### config.mk
export PLATFORM = sky130hd
export DESIGN_NAME = i3cWrRx
export DESIGN_NICKNAME = d
export VERILOG_FILES = /design/src/rtl/i3cWrRxPkg.sv /design/src/rtl/i3cWrRxCtrl.sv /design/src/rtl/i3cWrRxDatapath.sv /design/src/rtl/i3cWrRx.sv
export SDC_FILE = /design/constraint.sdc
export NUM_CORES = 1
export LEC_CHECK = 0
export BUFFER_PORTS_ARGS = -buffer_cell sky130_fd_sc_hd__buf_2
export CORE_MARGIN = 1
export CORE_UTILIZATION = 44
export CTS_BUF_LIST = sky130_fd_sc_hd__clkbuf_4 sky130_fd_sc_hd__clkbuf_8 sky130_fd_sc_hd__clkbuf_16
export DETAILED_ROUTE_END_ITERATION = 8
export GPL_TIMING_DRIVEN = 0
export PLACE_DENSITY = 0.72
export RECOVER_POWER = 50
export SYNTH_ARGS = -nofsm -noshare
export SYNTH_HDL_FRONTEND = slang
export SYNTH_SLANG_ARGS = --single-unit
### constraint.sdc
create_clock -name clk -period 1.5 [get_ports clk]
set_input_delay 0.15 -clock clk [delete_from_list [all_inputs] [get_ports clk]]
set_output_delay 0.15 -clock clk [all_outputs]
set_load 0.05 [all_outputs]
### src/rtl/i3cWrRxPkg.sv
package i3cWrRxPkg;
  // strobes from control to datapath, one cycle each
  typedef struct packed {
    logic shift;   // take sdaIn into the byte
    logic push;    // offer byte to the FIFO
    logic setPar;  // parity mismatch on completed word
    logic setOvf;  // byte offered while FIFO not ready
  } rxStrobeT;
endpackage

### src/rtl/i3cWrRxCtrl.sv
module i3cWrRxCtrl
  import i3cWrRxPkg::*;
#(
  parameter int DATA_W = 8
) (
  input  logic     clk,
  input  logic     rstN,
  input  logic     sclRise,
  input  logic     frameEvt,
  input  logic     parOk,
  input  logic     outReady,
  output rxStrobeT strb
);
  localparam int CNT_W = $clog2(DATA_W + 1);
  localparam logic [CNT_W-1:0] LAST_IDX = CNT_W'(DATA_W);

  logic [CNT_W-1:0] bitCnt;
  logic atCheckBit;
  logic wordDone;

  always_comb begin
    atCheckBit  = (bitCnt == LAST_IDX);
    wordDone    = sclRise && !frameEvt && atCheckBit;
    strb.shift  = sclRise && !frameEvt && !atCheckBit;
    strb.push   = wordDone && parOk;
    strb.setPar = wordDone && !parOk;
    strb.setOvf = wordDone && parOk && !outReady;
  end

  always_ff @(posedge clk or negedge rstN) begin
    if (!rstN)                     bitCnt <= '0;
    else if (frameEvt || wordDone) bitCnt <= '0;
    else if (strb.shift)           bitCnt <= bitCnt + 1'b1;
  end
endmodule

### src/rtl/i3cWrRxDatapath.sv
module i3cWrRxDatapath
  import i3cWrRxPkg::*;
#(
  parameter int DATA_W     = 8,
  parameter bit ODD_PARITY = 1'b1
) (
  input  logic              clk,
  input  logic              rstN,
  input  logic              sdaIn,
  input  rxStrobeT          strb,
  input  logic              clrParErr,
  input  logic              clrOvf,
  output logic              parOk,
  output logic [DATA_W-1:0] outData,
  output logic              outValid,
  output logic              parityErr,
  output logic              overflowErr
);
  logic [DATA_W-1:0] shiftReg;
  logic expBit;

  generate
    if (ODD_PARITY) begin : g_odd
      assign expBit = ~(^shiftReg);
    end else begin : g_even
      assign expBit = ^shiftReg;
    end
  endgenerate

  assign parOk    = (sdaIn == expBit);
  assign outData  = shiftReg;
  assign outValid = strb.push;

  always_ff @(posedge clk or negedge rstN) begin
    if (!rstN)           shiftReg <= '0;
    else if (strb.shift) shiftReg <= {shiftReg[DATA_W-2:0], sdaIn};
  end

  always_ff @(posedge clk or negedge rstN) begin
    if (!rstN) begin
      parityErr   <= 1'b0;
      overflowErr <= 1'b0;
    end else begin
      parityErr   <= strb.setPar || (parityErr && !clrParErr);
      overflowErr <= strb.setOvf || (overflowErr && !clrOvf);
    end
  end
endmodule

### src/rtl/i3cWrRx.sv
module i3cWrRx
  import i3cWrRxPkg::*;
#(
  parameter int DATA_W = 8
) (
  input  logic              clk,
  input  logic              rstN,
  input  logic              sclRise,
  input  logic              sdaIn,
  input  logic              frameEvt,
  input  logic              clrParErr,
  input  logic              clrOvf,
  output logic [DATA_W-1:0] outData,
  output logic              outValid,
  input  logic              outReady,
  output logic              parityErr,
  output logic              overflowErr
);
  rxStrobeT strb;
  logic parOk;

  i3cWrRxCtrl #(.DATA_W(DATA_W)) u_ctrl (
    .clk(clk), .rstN(rstN), .sclRise(sclRise), .frameEvt(frameEvt),
    .parOk(parOk), .outReady(outReady), .strb(strb)
  );

  i3cWrRxDatapath #(.DATA_W(DATA_W), .ODD_PARITY(1'b1)) u_dp (
    .clk(clk), .rstN(rstN), .sdaIn(sdaIn), .strb(strb),
    .clrParErr(clrParErr), .clrOvf(clrOvf), .parOk(parOk),
    .outData(outData), .outValid(outValid),
    .parityErr(parityErr), .overflowErr(overflowErr)
  );
endmodule

==> parameters.txt <==
Parameter                              Value

GRT
  Overflow left after global routing ... 0
  Via count of the first global-routing pass ... 484
  Wire length of the first global-routing pass ... 2159 microns
  Global-route usage over all layers ... 21.13%
  Pin count of the biggest net entering global routing ... 15
  Antenna violations before repair ... 0

Worst hold path
  Number of cells on the worst hold path ... 2
  Min-Delay Startpoint ... frameEvt
  Worst Hold Class ... input port to flip-flop

Run
  Max Cap Viol ... 0

STA
  Post-layout worst setup margin ... -0.4244 ns
  Max-slew headroom at the worst pin ... 49.19%
  Max Fclk ... 519.7 MHz
  Setup TNS after final layout ... -0.9215 ns
  Transition time of the tightest slew-check pin ... 0.7622 ns
  Clock Skew ... 0.005236 ns
  Number of endpoints failing setup at the final stage ... 3
  Period minus WS final ... 1.924 ns
  Max-slew violation count ... 0
  Setup repair after global routing missed its margin ... yes
  Share of the clock period used by the worst path ... 128.3%
  Post-route worst hold slack ... 0.05054 ns
  Hold violation total from the final report ... 0

Pwr
  VDD IR-drop max ... 1.375 mV
  P_leak ... 0.4946 nW
  Overall power of the completed layout ... 2.074 mW
  Ratio of total power to cell area ... 2104 nW/um^2

Synth
  Area contributors post-synth ... sky130_fd_sc_hd__dfrtp_1 52%, sky130_fd_sc_hd__mux2_2 13%, sky130_fd_sc_hd__xnor2_1 5.2%
  Total of warnings raised by yosys ... 0
  Cell count after synthesis ... 58
  Synth unique cells ... 17
  Portion of the post-synthesis area used by sequential elements ... 51.95%
  Cell taking the most area after synthesis ... sky130_fd_sc_hd__dfrtp_1
  Synth top area share ... 51.95%
  Total nets after synthesis ... 68
  Per-instance average area after synthesis ... 11.63 sq um
  Synthesized flop and latch total ... 14
  Mapped Area ... 674.4 sq um

CTS
  Clock transition time at the flip-flop clock pins of the worst setup and hold paths ... 0.08 ns
  CTS tree ... yes
  Number of sinks driven by the clock tree ... 14
  Number of buffers on the longest clock path ... 2
  Root cell of the clock tree ... sky130_fd_sc_hd__clkbuf_4
  Inserted Clock Buffers ... 3
  Count of H-tree levels built during CTS ... 1
  Clock latency reported for the late side of the worst-skew pair ... 0.27 ns

Cells and area
  Final net count ... 101
  Number of filler cells placed in the layout ... 107
  Antenna cells ... 0
  Fraction of final layout cells sized beyond drive strength 1 ... 57.78%
  Final core utilization ... 72.16%
  Area added between synthesis and finish ... 46.20%

Floorplan
  Die Y-Extent ... 41.15 microns
  Die area ... 1693 sq um
  Die width ... 41.15 microns
  Num ports ... 19
  Site row count ... 13
  Initial standard-cell utilization of the core ... 49.36%
  Placeable core region ... 1366 sq um

Detailed routing
  Routed via count ... 532
  Post-DR vias/cell ... 5.067
  Routed Antenna Nets ... 0
  Initial DRC Count ... 8
  Final routed wirelength across all metal layers ... 1459 microns
  Count of unresolved DRC violations after routing ... 0
  Mean routed wirelength per cell ... 13.90 microns
  Number of iterations in the first detailed-routing pass ... 4

Place
  Buffers on Ports ... 18
  Last weighted congestion value of the routability-driven placer ... 0.7655
  Half-perimeter wire length after detailed placement ... 903.8 microns

Setup path
  Depth of the worst register-to-register path ... 5
  Source of the critical timing path ... u_dp.outData[2]
  R2R Path Start ... u_dp.outData[2]
  Kind of capture point of the worst setup path ... output port
  Highest net fanout along the worst path ... 4
  Required time of the worst setup path ... 1.35 ns
  Crit path DAT ... 1.77 ns
  Critical setup path kind ... flip-flop to output port
  Kind of start point of the critical path ... flip-flop

Run status
  Violations in the final reports ... negative setup slack
  Result of the run ... finished, violations left
[power breakdown]
group	switching, mW	internal [mW]	total [mW]
clock	0.116	0.121	0.237
sequential	0.105	0.473	0.579
combinational	0.684	0.575	1.26
[repair_timing]
action                     4_1_cts  5_1_grt
hold endpoints to repair        14        0
hold buffers                     1        0
cloned                           1        0
gates resized for setup         16        6
pin swaps                        4        3
buffers inserted                 7        1
setup endpoints to repair       10       11
[Yosys cell counts]
cell,count
sky130_fd_sc_hd__dfrtp_1,14
sky130_fd_sc_hd__xor2_1,3
sky130_fd_sc_hd__nand3_1,1
sky130_fd_sc_hd__o32ai_1,1
sky130_fd_sc_hd__buf_2,1
sky130_fd_sc_hd__xnor3_1,1
sky130_fd_sc_hd__inv_1,5
sky130_fd_sc_hd__o21ai_0,4
sky130_fd_sc_hd__mux2_2,8
sky130_fd_sc_hd__nor2_1,4
sky130_fd_sc_hd__nor3b_1,1
sky130_fd_sc_hd__nand2_1,6
sky130_fd_sc_hd__nor2b_1,1
sky130_fd_sc_hd__a21oi_1,1
sky130_fd_sc_hd__a32o_2,1
sky130_fd_sc_hd__xnor2_1,4
sky130_fd_sc_hd__ha_1,2
[flip-flops by register name (all words and copies together) (netlist names)]
signal / cells
u_dp.outData: 8
u_ctrl.bitCnt: 4
u_dp.overflowErr: 1
u_dp.parityErr: 1
[path summary, 6_finish.rpt]
check | end | slack [ns]
worst max-delay path | outValid | -0.42
worst min-delay path | u_ctrl.bitCnt[2] | 0.05
worst max register to register | u_dp.parityErr | -0.27
worst min register to register | u_dp.parityErr | 0.50
max in group asynchronous | u_dp.outData[2] | 0.52
min in group asynchronous | u_dp.outData[3] | 0.46
[cell type report]
class	instances	area [sq um]	share of cell area (%)
plain buffers	1	11.26	1.142
inverters	5	18.77	1.904
flip-flops and latches	14	354.1	35.91
multi-input cells	38	380.4	38.58
repair buffers	28	172.7	17.51
well taps	15	18.77	1.904
clock buffers	4	30.03	3.046
[cell families (layout without fill, tap and decap cells)]
group | Yosys count | count (layout) | synth area share [%]
and+or+nand+nor | 13 | 13 | 8.348
AOI/OAI and AO/OA | 7 | 7 | 6.679
buffers and inverters | 6 | 38 | 3.525
DFF | 14 | 14 | 51.95
muxes | 8 | 8 | 13.36
xor gates and xnor gates | 8 | 8 | 12.43
adders and majority gates | 2 | 2 | 3.710
[metrics by stage]
step,worst slack [ns],area [sq um],std cells
global placement,-0.2749,797.0,91
CTS,-0.4223,954.7,104
floorplan,-0.2163,688.2,58
global route,-0.5018,985.9,105
detailed placement,-0.3020,797.0,91
finish,-0.4244,985.9,105
[placed cells by master, fill, tap and decap left out, types with 3 or more instances in the layout]
cell	count
sky130_fd_sc_hd__o21ai_0	3
sky130_fd_sc_hd__mux2_2	3
sky130_fd_sc_hd__nor2_1	3
sky130_fd_sc_hd__nand2_1	5
sky130_fd_sc_hd__inv_1	3
sky130_fd_sc_hd__mux2_4	5
sky130_fd_sc_hd__buf_4	8
sky130_fd_sc_hd__buf_2	16
sky130_fd_sc_hd__dfrtp_2	3
sky130_fd_sc_hd__dfrtp_1	11
sky130_fd_sc_hd__clkbuf_4	4
[critical path: stages, from the launching register on]
cell                      delay (ns)
sky130_fd_sc_hd__dfrtp_2        0.44
sky130_fd_sc_hd__xor2_2         0.17
sky130_fd_sc_hd__xnor3_1        0.46
sky130_fd_sc_hd__xnor2_2        0.18
sky130_fd_sc_hd__nor2_4         0.10
sky130_fd_sc_hd__buf_8          0.15
[per-layer routing]
layer | up-vias | track usage (%) | routed length [microns]
met5 | - | 0 | 0
met4 | 0 | 9.677 | 27
met3 | 4 | 8.152 | 67
met2 | 17 | 34.77 | 716
met1 | 251 | 23.91 | 648
li1 | 260 | - | -
Power figures use the tool's default switching activity.
